[config.mk]
export PLATFORM = sky130hd
export DESIGN_NAME = fp_special_resolver
export DESIGN_NICKNAME = d
export VERILOG_FILES = /design/src/rtl/fp_special_resolver.sv
export SDC_FILE = /design/constraint.sdc
export NUM_CORES = 1
export LEC_CHECK = 0
export BUFFER_PORTS_ARGS = -buffer_cell sky130_fd_sc_hd__buf_4
export CAP_MARGIN = 20
export CELL_PAD_IN_SITES_DETAIL_PLACEMENT = 1
export CELL_PAD_IN_SITES_GLOBAL_PLACEMENT = 1
export CORE_UTILIZATION = 35
export CTS_BUF_LIST = sky130_fd_sc_hd__clkbuf_16
export CTS_CLUSTER_DIAMETER = 40
export DETAILED_ROUTE_END_ITERATION = 16
export GPL_TIMING_DRIVEN = 0
export PLACE_DENSITY = 0.94
export SYNTH_ARGS = -nofsm -noshare
export SYNTH_HDL_FRONTEND = slang
export SYNTH_SLANG_ARGS = --single-unit
[constraint.sdc]
create_clock -name clk -period 1.5 [get_ports clk]
set_clock_uncertainty 0.2 [all_clocks]
set_input_delay 0.15 -clock clk [delete_from_list [all_inputs] [get_ports clk]]
set_output_delay 0.15 -clock clk [all_outputs]
set_load 0.05 [all_outputs]
[src/rtl/fp_special_resolver.sv]
module fp_special_resolver (
  input  logic        clk,
  input  logic        rst_n,
  input  logic        in_valid,
  input  logic [2:0]  op,
  input  logic        dbl,
  input  logic        dn_mode,
  input  logic        neg_addend,
  input  logic        neg_product,
  input  logic [63:0] addend,
  input  logic [63:0] opnd_n,
  input  logic [63:0] opnd_m,
  output logic        out_valid,
  output logic        bypass,
  output logic [63:0] bypass_result,
  output logic        zero_force,
  output logic [63:0] zero_result,
  output logic        prod_sign
);

  typedef struct packed {
    logic s;
    logic z;
    logic inf;
    logic qn;
    logic sn;
  } fcls_t;

  function automatic fcls_t classify(input logic [63:0] v, input logic d);
    fcls_t c;
    logic  e1, e0, fnz, qb;
    e1  = d ? (&v[62:52]) : (&v[30:23]);
    e0  = d ? ~(|v[62:52]) : ~(|v[30:23]);
    fnz = d ? (|v[51:0]) : (|v[22:0]);
    qb  = d ? v[51] : v[22];
    c.s   = d ? v[63] : v[31];
    c.z   = e0 & ~fnz;
    c.inf = e1 & ~fnz;
    c.qn  = e1 & qb;
    c.sn  = e1 & fnz & ~qb;
    return c;
  endfunction

  logic        is_fma, is_two, is_sqrt;
  logic [63:0] smask, qmask, dnan;
  logic [63:0] a_w, n_w, m_w;
  fcls_t       ca, cn, cm;

  assign is_fma  = (op == 3'd5);
  assign is_two  = (op < 3'd4);
  assign is_sqrt = (op == 3'd4);
  assign smask   = dbl ? 64'h8000_0000_0000_0000 : 64'h0000_0000_8000_0000;
  assign qmask   = dbl ? 64'h0008_0000_0000_0000 : 64'h0000_0000_0040_0000;
  assign dnan    = dbl ? 64'h7FF8_0000_0000_0000 : 64'h0000_0000_7FC0_0000;

  assign a_w = (dbl ? addend : {32'b0, addend[31:0]}) ^ ((is_fma & neg_addend) ? smask : 64'b0);
  assign n_w = (dbl ? opnd_n : {32'b0, opnd_n[31:0]}) ^ ((is_fma & neg_product) ? smask : 64'b0);
  assign m_w =  dbl ? opnd_m : {32'b0, opnd_m[31:0]};

  assign ca = classify(a_w, dbl);
  assign cn = classify(n_w, dbl);
  assign cm = classify(m_w, dbl);

  logic        nan_hit;
  logic [63:0] nan_src;

  always_comb begin
    nan_hit = 1'b1;
    nan_src = 64'b0;
    if (is_fma) begin
      if      (ca.sn) nan_src = a_w;
      else if (cn.sn) nan_src = n_w;
      else if (cm.sn) nan_src = m_w;
      else if (ca.qn) nan_src = a_w;
      else if (cn.qn) nan_src = n_w;
      else if (cm.qn) nan_src = m_w;
      else            nan_hit = 1'b0;
    end else if (is_two) begin
      if      (cn.sn) nan_src = n_w;
      else if (cm.sn) nan_src = m_w;
      else if (cn.qn) nan_src = n_w;
      else if (cm.qn) nan_src = m_w;
      else            nan_hit = 1'b0;
    end else if (is_sqrt) begin
      if (cn.sn | cn.qn) nan_src = n_w;
      else               nan_hit = 1'b0;
    end else begin
      nan_hit = 1'b0;
    end
  end

  logic psign, inf_by_zero, invalid;

  assign psign       = cn.s ^ cm.s;
  assign inf_by_zero = (cn.inf & cm.z) | (cm.inf & cn.z);

  always_comb begin
    unique case (op)
      3'd0:    invalid = cn.inf & cm.inf & (cn.s != cm.s);
      3'd1:    invalid = cn.inf & cm.inf & (cn.s == cm.s);
      3'd2:    invalid = inf_by_zero;
      3'd3:    invalid = (cn.inf & cm.inf) | (cn.z & cm.z);
      3'd4:    invalid = cn.s & ~cn.z & ~cn.qn & ~cn.sn;
      3'd5:    invalid = inf_by_zero | (ca.inf & (cn.inf | cm.inf) & (ca.s != psign));
      default: invalid = 1'b0;
    endcase
  end

  logic        byp_c, fz_c, fz_sign;
  logic [63:0] res_c, zres_c;

  assign byp_c   = nan_hit | invalid;
  assign res_c   = (dn_mode | ~nan_hit | (is_fma & invalid & ca.qn)) ? dnan : (nan_src | qmask);
  assign fz_c    = is_fma & ~byp_c & ca.z & (cn.z | cm.z);
  assign fz_sign = ca.s & psign;
  assign zres_c  = dbl ? {fz_sign, 63'b0} : {32'b0, fz_sign, 31'b0};

  logic dbl_q;

  always_ff @(posedge clk or negedge rst_n) begin
    if (!rst_n) begin
      out_valid     <= 1'b0;
      bypass        <= 1'b0;
      bypass_result <= 64'b0;
      zero_force    <= 1'b0;
      zero_result   <= 64'b0;
      prod_sign     <= 1'b0;
      dbl_q         <= 1'b0;
    end else begin
      out_valid     <= in_valid;
      bypass        <= in_valid & byp_c;
      bypass_result <= in_valid & byp_c ? res_c : 64'b0;
      zero_force    <= in_valid & fz_c;
      zero_result   <= in_valid & fz_c ? zres_c : 64'b0;
      prod_sign     <= in_valid & is_fma & psign;
      dbl_q         <= dbl;
    end
  end


  bypass_quiet_nan_chk: assert property (@(posedge clk) disable iff (!rst_n)
    bypass |-> (dbl_q ? (&bypass_result[62:51]) : (&bypass_result[30:22])));


  default_nan_mode_chk: assert property (@(posedge clk) disable iff (!rst_n)
    (bypass && $past(dn_mode)) |->
      bypass_result == ($past(dbl) ? 64'h7FF8_0000_0000_0000 : 64'h0000_0000_7FC0_0000));


  single_zero_ext_chk: assert property (@(posedge clk) disable iff (!rst_n)
    (out_valid && !dbl_q) |-> (bypass_result[63:32] == 32'b0 && zero_result[63:32] == 32'b0));


  reserved_op_chk: assert property (@(posedge clk) disable iff (!rst_n)
    (out_valid && $past(op) > 3'd5) |-> (!bypass && !zero_force));


  forced_zero_chk: assert property (@(posedge clk) disable iff (!rst_n)
    zero_force |-> (!bypass && (zero_result & 64'h7FFF_FFFF_7FFF_FFFF) == 64'b0));


  idle_quiet_chk: assert property (@(posedge clk) disable iff (!rst_n)
    !out_valid |-> (!bypass && !zero_force && !prod_sign));

endmodule

==> results of run 1 <==
==> through the flow <==
step | instance area, µm² | util | setup TNS, ns | cells | hold slack (ns)
floorplan | 7070 | - | -79.19 | 874 | -0.346
global placement | 9380 | 0.519 | -150.79 | 1372 | 0.110
detailed placement | 9380 | 0.519 | -157.55 | 1372 | 0.121
CTS | 11700 | 0.645 | -84.22 | 1508 | 0.00221
==> timing repair <==
action,4_1_cts
gates resized for setup,161
setup endpoints to repair,68
pin swaps,30
hold buffers,69
cloned,7
hold endpoints to repair,101
buffers inserted,44
==> routing by layer <==
layer | overflow | track usage
met1 | 6 | 0.880
met2 | 656 | 1.15
met3 | 13 | 0.756
met4 | 231 | 1.07
met5 | 0 | 0.396
==> kinds of logic after synthesis <==
| logic type | count (synthesis) | share of synthesized area |
|---|---|---|
| other cells | 1 | 0.000576 |
| fa+ha+maj | 1 | 0.00192 |
| mux | 12 | 0.0190 |
| flops | 70 | 0.269 |
| xor+xnor | 9 | 0.0121 |
| buf+inv | 137 | 0.119 |
| simple gates | 303 | 0.244 |
| compound gates | 280 | 0.335 |
==> metrics, run 1 <==
result of the run did not finish; stage at which the run stopped global routing (5_1_grt); first error in the log [ERROR GRT-0232] Routing congestion too high. Check the congestion heatmap in the GUI.; site row count 49; Synth area leaders dfrtp_1, buf_4, a22o_1; HPWL after detailed placement 28300 µm; post-synth cell types 76; Clock Root Buffer clkbuf_16; Die Y 138 µm; number of port buffers 269; share of synthesized flip-flops with an asynchronous set or reset 1.00; global-route total usage across every layer 0.939; number of I/O pins 334; number of sinks on the clock net 70; post-synthesis sequential area ratio 0.269; GRT Residual Overflow 906; worst endpoint from the post-global-route timing repair bypass_result[29]$_DFF_PN0_/D; mean instance size in the synthesized netlist 8.01 µm²; buffer depth of the longest clock path 2; die extent in x 138 µm; Synth Register Bits 70; largest net degree at the start of global routing 71; initial antenna violation count 5; Max H-tree Level 3; Worst-path end type register data pin; portion of synthesized cell area occupied by the leading cell type 0.269; worst slack after detailed placement -2.51 ns; clock buffer count from CTS 9; routability cong. 1.00; Synth Warn # 0; top-count cell post-synth nand2_1; most frequently used flop master after synthesis dfrtp_1; Post-Synthesis Cell Area 6510 µm²; initial standard-cell utilization of the core 0.360; number of cells produced by synthesis 813; cell type with the largest total area after synthesis dfrtp_1; Post-synth top cells nand2_1, dfrtp_1, buf_4, a22o_1, nor4_1; count of flip-flops with a built-in enable after synthesis 0
==> run 2: changes to the inputs <==
CELL_PAD_IN_SITES_DETAIL_PLACEMENT = unset   (was 1)
CELL_PAD_IN_SITES_GLOBAL_PLACEMENT = unset   (was 1)
CORE_UTILIZATION = 40   (was 35)
CTS_BUF_LIST = unset   (was sky130_fd_sc_hd__clkbuf_16)
CTS_CLUSTER_DIAMETER = unset   (was 40)
PLACE_DENSITY = unset   (was 0.94)
PLACE_DENSITY_LB_ADDON = 0.15   (was unset)
==> metrics, run 2 <==
most frequently used flop master after synthesis dfrtp_1; most frequent cells in the layout buf_4, dlygate4sd3_1, dfrtp_1; Hold Path Origin neg_addend; slowest stage delay, CP 0.47 ns; final total negative setup slack -89.36 ns; CP arrival 2.92 ns; cell breakdown of the critical path buf_4 > nor4_1 > nand4_1 > o21ai_4 > nand3_1 > a2111oi_4 > a211oi_4 > o2111ai_4 > buf_12 > buf_12 > buf_16 > a21oi_2; Most Frequent Cell on Critical Path buf_12; pwr dens 518 nW/µm²; Min-Delay Endpoint bypass_result[63]; max_cap viols 0; final period utilization 1.93; site row count 46 (-6.1%); post-layout instance count excluding filler cells 1509; unrepaired setup endpoints after global routing yes; register with the most flip-flops bypass_result; initial standard-cell utilization of the core 0.410 (+0.0499); global-route total usage across every layer 0.388; number of global-route vias before repair 8854; violated checks negative setup slack; post-route total power 6.30 mW; detailed-route vias per instance 6.41; DP Cell Count 1359 (-0.95%); crit-path leading delay family compound AO/OA/AOI/OAI gates; area of the die 16800 µm²; capturing element type of the critical path flip-flop; total leakage power 5.25 nW; number of slew-limit violations in the final report 0; result of the run finished, violations left; TritonCTS clock tree done; final worst slack -1.39 ns; number of antenna diodes 0; Int Pwr 4.10 mW; number of port buffers 269 (unchanged); top achievable clock speed 346 MHz; buffer depth of the longest clock path 2 (unchanged); GRT Residual Overflow 0; post-synth cell types 76 (unchanged); Setup crit start kind input port; share of synthesized flip-flops with an asynchronous set or reset 1.00 (unchanged); number of sinks on the clock net 70 (unchanged); Synth area leaders dfrtp_1, buf_4, a22o_1; Final Core Density 0.765; share of layout cells above drive strength 1 0.469; Std-Cell Core Area 15900 µm²; cell type of the slowest stage on the worst timing path a2111oi_4; clock buffer count from CTS 9 (unchanged); post-synthesis sequential area ratio 0.269 (unchanged); Buf+Inv Stages, Crit Path 4; DR WL/cell 23.5 µm; total via count after detailed routing 9668; HPWL after detailed placement 23600 µm (-17%); crit path time final 2.89 ns; Die Y 130 µm (-6.4%); proportion of power drawn by flip-flops and latches 0.304; Largest regs bypass_result: 64 flops, zero_result: 2 flops; Synth Warn # 0 (unchanged); part of the total power dissipated in the clock network 0.360; die extent in x 130 µm (-6.4%); Post-Synthesis Cell Area 6510 µm² (unchanged); class of the tightest hold or removal check input port to flip-flop; Switching Power 2.20 mW; Max H-tree Level 3 (unchanged); clock transition time at the flip-flop clock pins of the worst setup and hold paths 0.06 ns; layout net count 1491; number of routed nets with antenna violations 0; Remaining DRCs 0; portion of synthesized cell area occupied by the leading cell type 0.269 (unchanged); number of I/O pins 334 (unchanged); peak ir drop on the vdd network 0.530 mV; Worst Hold Depth 4; largest net degree at the start of global routing 71; final hold vios 0; Switching Share 0.349; number of cells produced by synthesis 813 (unchanged); most common cell after layout, fill and taps aside buf_4; max reg flops 64; global-route wire length before repair 49200 µm; required arrival time at the worst endpoint 1.52 ns; Post-synth top cells nand2_1, dfrtp_1, buf_4, a22o_1, nor4_1; Logic pwr share 0.336; max-slew headroom at the worst pin 0.357; total of endpoints with negative setup slack in the final report 68; Clock Root Buffer clkbuf_16; routability cong. 1.00 (+0.11%); detailed-routing iteration count for the pre-antenna-repair pass 9; top-count cell post-synth nand2_1; cell type with the largest total area after synthesis dfrtp_1; total wire length 35400 µm; start-to-end type of the worst setup path input port to flip-flop; mean instance size in the synthesized netlist 8.01 µm² (unchanged); count of flip-flops with a built-in enable after synthesis 0 (unchanged); Worst Tran Pin Value 0.958 ns; Synth Register Bits 70 (unchanged); DRC marker count from the first detailed-route iteration 1351; Hold WS 0.00432 ns; initial antenna violation count 0; synth-to-layout area growth 86.8%; Crit Path Max Fanout 5
==> run 2: power by group through the flow <==
stage | clock [mW] | sequential, mW | combinational [mW]
floorplan | 0 | 2.03 | 0.805
global placement | 0 | 1.95 | 1.66
detailed placement | 0 | 1.95 | 1.66
CTS | 2.25 | 1.91 | 1.94
global route | 2.34 | 1.91 | 2.20
finish | 2.27 | 1.91 | 2.12
==> run 2: layer usage <==
layer | part of all wire | GRT usage | vias up | wire length, µm
li1 | - | - | 4057 | -
met4 | 0.071 | 0.190 | 0 | 2530
met2 | 0.44 | 0.610 | 956 | 15500
met5 | 0 | 0 | - | 0
met1 | 0.36 | 0.495 | 4393 | 12900
met3 | 0.13 | 0.0941 | 262 | 4510
==> run 2: kinds of logic (layout without fill, tap and decap cells) <==
group	count (synthesis)	count (layout)	share of synthesized area
mux	12	12	0.0190
fa+ha+maj	1	1	0.00192
simple gates	303	304	0.244
buf+inv	137	555	0.119
compound gates	280	280	0.335
flops	70	70	0.269
other cells	1	62	0.000576
xor+xnor	9	9	0.0121
==> run 2: worst max path at each step <==
stage	start	end	slack (ns)	cells after the start
floorplan	addend[23]	bypass_result[27]	-1.24	8
global placement	dbl	bypass_result[39]	-2.29	10
detailed placement	opnd_m[10]	bypass_result[9]	-2.19	10
CTS	addend[25]	bypass_result[4]	-1.27	11
global route	opnd_n[30]	bypass_result[8]	-1.45	12
finish	opnd_n[51]	bypass_result[14]	-1.39	12
==> run 2: stage by stage <==
step	setup slack (ns)	instance area, µm²
floorplan	-1.24	7070
global placement	-2.29	9360
detailed placement	-2.19	9370
CTS	-1.27	11400
global route	-1.45	12200
finish	-1.39	12200
==> run 2: final cells by class <==
cell class              instances  area, µm²
plain buffers                 118        991
multi-input cells             668       5320
repair buffers                404       3450
clock inverters                 7       72.6
clock buffers                   9        225
well taps                     216        270
inverters                      17       77.6
flip-flops and latches         70       1750
fillers                      1121       3730
==> run 2: what timing repair did <==
action,in CTS,in global routing
endpoints found under the hold margin,109,0
resized for setup,125,111
hold buffers,76,0
pin swaps,29,32
endpoints found under the setup margin,68,84
buffers inserted,32,23
gates cloned,6,3
No activity file was read; power rests on OpenSTA's default activity.
==> run 3: changes to the inputs <==
CORE_MARGIN = 1.5   (was unset)
==> metrics, run 3 (same netlist as run 2, synthesis figures left out) <==
result of the run finished, violations left; violated checks negative setup slack; clock transition time at the flip-flop clock pins of the worst setup and hold paths 0.05 ns (about the same); TritonCTS clock tree done; Hold Path Origin dn_mode; final period utilization 1.91 (-0.0153); initial antenna violation count 1 (+1); max-slew headroom at the worst pin 0.387 (+0.0302); capturing element type of the critical path flip-flop; die extent in x 131 µm (+0.77%); Setup crit start kind input port; layout net count 1480 (-0.74%); most frequent cells in the layout buf_4, dlygate4sd3_1, dfrtp_1; Most Frequent Cell on Critical Path buf_4; Std-Cell Core Area 15900 µm² (unchanged); unrepaired setup endpoints after global routing yes; Die Y 131 µm (+0.77%); most common cell after layout, fill and taps aside buf_4; max reg flops 64 (unchanged); Worst Tran Pin Value 0.913 ns (-0.0450 ns); max_cap viols 0 (unchanged); top achievable clock speed 348 MHz (+0.80%); global-route wire length before repair 48900 µm (-0.51%); total via count after detailed routing 9576 (-0.95%); HPWL after detailed placement 23700 µm (+0.33%); initial standard-cell utilization of the core 0.410 (unchanged); peak ir drop on the vdd network 0.522 mV (-1.6%); Crit Path Max Fanout 9 (+4); area of the die 17000 µm² (+1.5%); Worst Hold Depth 4 (unchanged); crit path time final 2.87 ns (-0.0230 ns); pwr dens 549 nW/µm² (+5.9%); final worst slack -1.37 ns (+0.0230 ns); number of routed nets with antenna violations 0 (unchanged); total wire length 34600 µm (-2.3%); cell breakdown of the critical path buf_4 > nor4_2 > nand3_1 > nor4_4 > buf_4 > o22ai_2 > a2111oi_4 > a211oi_4 > o2111ai_4 > buf_12 > and4b_1; Clock Root Buffer clkbuf_16; cell type of the slowest stage on the worst timing path nor4_2; class of the tightest hold or removal check input port to flip-flop; Final Instance Area 11800 µm² (-3.3%); detailed-route vias per instance 6.39 (-0.22%); share of layout cells above drive strength 1 0.451 (-0.0178); site row count 46 (unchanged); DRC marker count from the first detailed-route iteration 1415 (+4.7%); total leakage power 5.12 nW (-2.5%); cell area after placement 9370 µm² (unchanged); global-route total usage across every layer 0.379 (-0.00880); DR WL/cell 23.1 µm (-1.6%); number of antenna diodes 0 (unchanged); required arrival time at the worst endpoint 1.52 ns (about the same); clock buffer count from CTS 9 (unchanged); routability cong. 1.02 (+1.4%); detailed-routing iteration count for the pre-antenna-repair pass 9 (unchanged); post-route total power 6.46 mW (+2.5%); number of I/O pins 334 (unchanged); Largest regs bypass_result: 64 flops, zero_result: 2 flops; Max H-tree Level 3 (unchanged); GRT Residual Overflow 0 (unchanged); buffer depth of the longest clock path 2 (unchanged); total of endpoints with negative setup slack in the final report 68 (unchanged); CP arrival 2.89 ns (-0.03 ns); crit-path leading delay family simple AND/OR/NAND/NOR gates; Remaining DRCs 0 (unchanged); Buf+Inv Stages, Crit Path 3 (-1); Hold WS 0.00113 ns (-0.00319 ns); number of sinks on the clock net 70 (unchanged); number of port buffers 269 (unchanged); largest net degree at the start of global routing 71 (unchanged); final hold vios 0 (unchanged); number of slew-limit violations in the final report 0 (unchanged); Min-Delay Endpoint bypass_result[63]; start-to-end type of the worst setup path input port to flip-flop; number of global-route vias before repair 8798 (-0.63%); register with the most flip-flops bypass_result; synth-to-layout area growth 80.7%; slowest stage delay, CP 0.43 ns (-0.04 ns)
[run 3: cell types whose count changed in the layout (fill, tap and decap cells not counted), moves of 5 or more]
| cell | delta |
|---|---|
| a31oi_4 | -6 |
| a221oi_1 | +8 |
| nor3_4 | -6 |
| nor3_2 | +6 |
| o21ai_0 | -5 |
| a31oi_1 | +8 |
| buf_12 | -6 |
| a21oi_1 | +8 |
| a221oi_2 | -8 |
| a21oi_2 | -7 |
[run 3: timing repair]
item / in CTS / in global routing
endpoints found under the setup margin: 68 / 68
hold buffers: 73 / 1
cloned: 4 / 2
hold endpoints to repair: 108 / 1
setup buffers: 29 / 17
pin swaps: 25 / 28
resized for setup: 120 / 82
[run 3: worst max path at each step]
| stage | start | endpoint | cells past startpoint |
|---|---|---|---|
| detailed placement | opnd_m[10] | bypass_result[9] | 10 |
| global route | addend[27] | bypass_result[34] | 10 |
| floorplan | addend[23] | bypass_result[27] | 8 |
| global placement | dbl | bypass_result[39] | 10 |
| CTS | addend[25] | bypass_result[14] | 10 |
| finish | opnd_m[31] | bypass_result[31] | 11 |
[run 3: layout make-up]
| class | instances | area (µm²) |
|---|---|---|
| tap | 216 | 270 |
| timing repair buffer | 394 | 3250 |
| inverter | 17 | 76.3 |
| buffer | 118 | 971 |
| clock buffer | 10 | 239 |
| clock inverter | 6 | 93.8 |
| sequential | 70 | 1750 |
| fill | 1194 | 4120 |
| multi-input combinational | 667 | 5100 |
[run 3: per-stage QoR]
step | cells | TNS (ns) | setup slack [ns] | utilization
detailed placement | 1359 | -146.53 | -2.30 | 0.590
finish | 1498 | -88.72 | -1.37 | 0.740
global placement | 1359 | -146.77 | -2.32 | 0.589
global route | 1498 | -89.91 | -1.39 | 0.740
CTS | 1480 | -83.85 | -1.29 | 0.707
floorplan | 874 | -79.19 | -1.24 | -
[run 3: routing by layer]
layer	up-vias	global-route usage	wire length, µm
met5	-	0	13
met4	2	0.231	2380
met3	230	0.0961	4520
met2	880	0.574	15100
met1	4428	0.485	12600
li1	4036	-	-
[run 3: report_power, final]
group | total [mW] | switching, mW | leakage, nW | internal [mW]
Sequential | 1.91 | 0.00519 | 0.971 | 1.91
Combinational | 2.07 | 1.20 | 3.99 | 0.877
Clock | 2.47 | 0.955 | 0.159 | 1.51
Total | 6.46 | 2.16 | 5.12 | 4.30
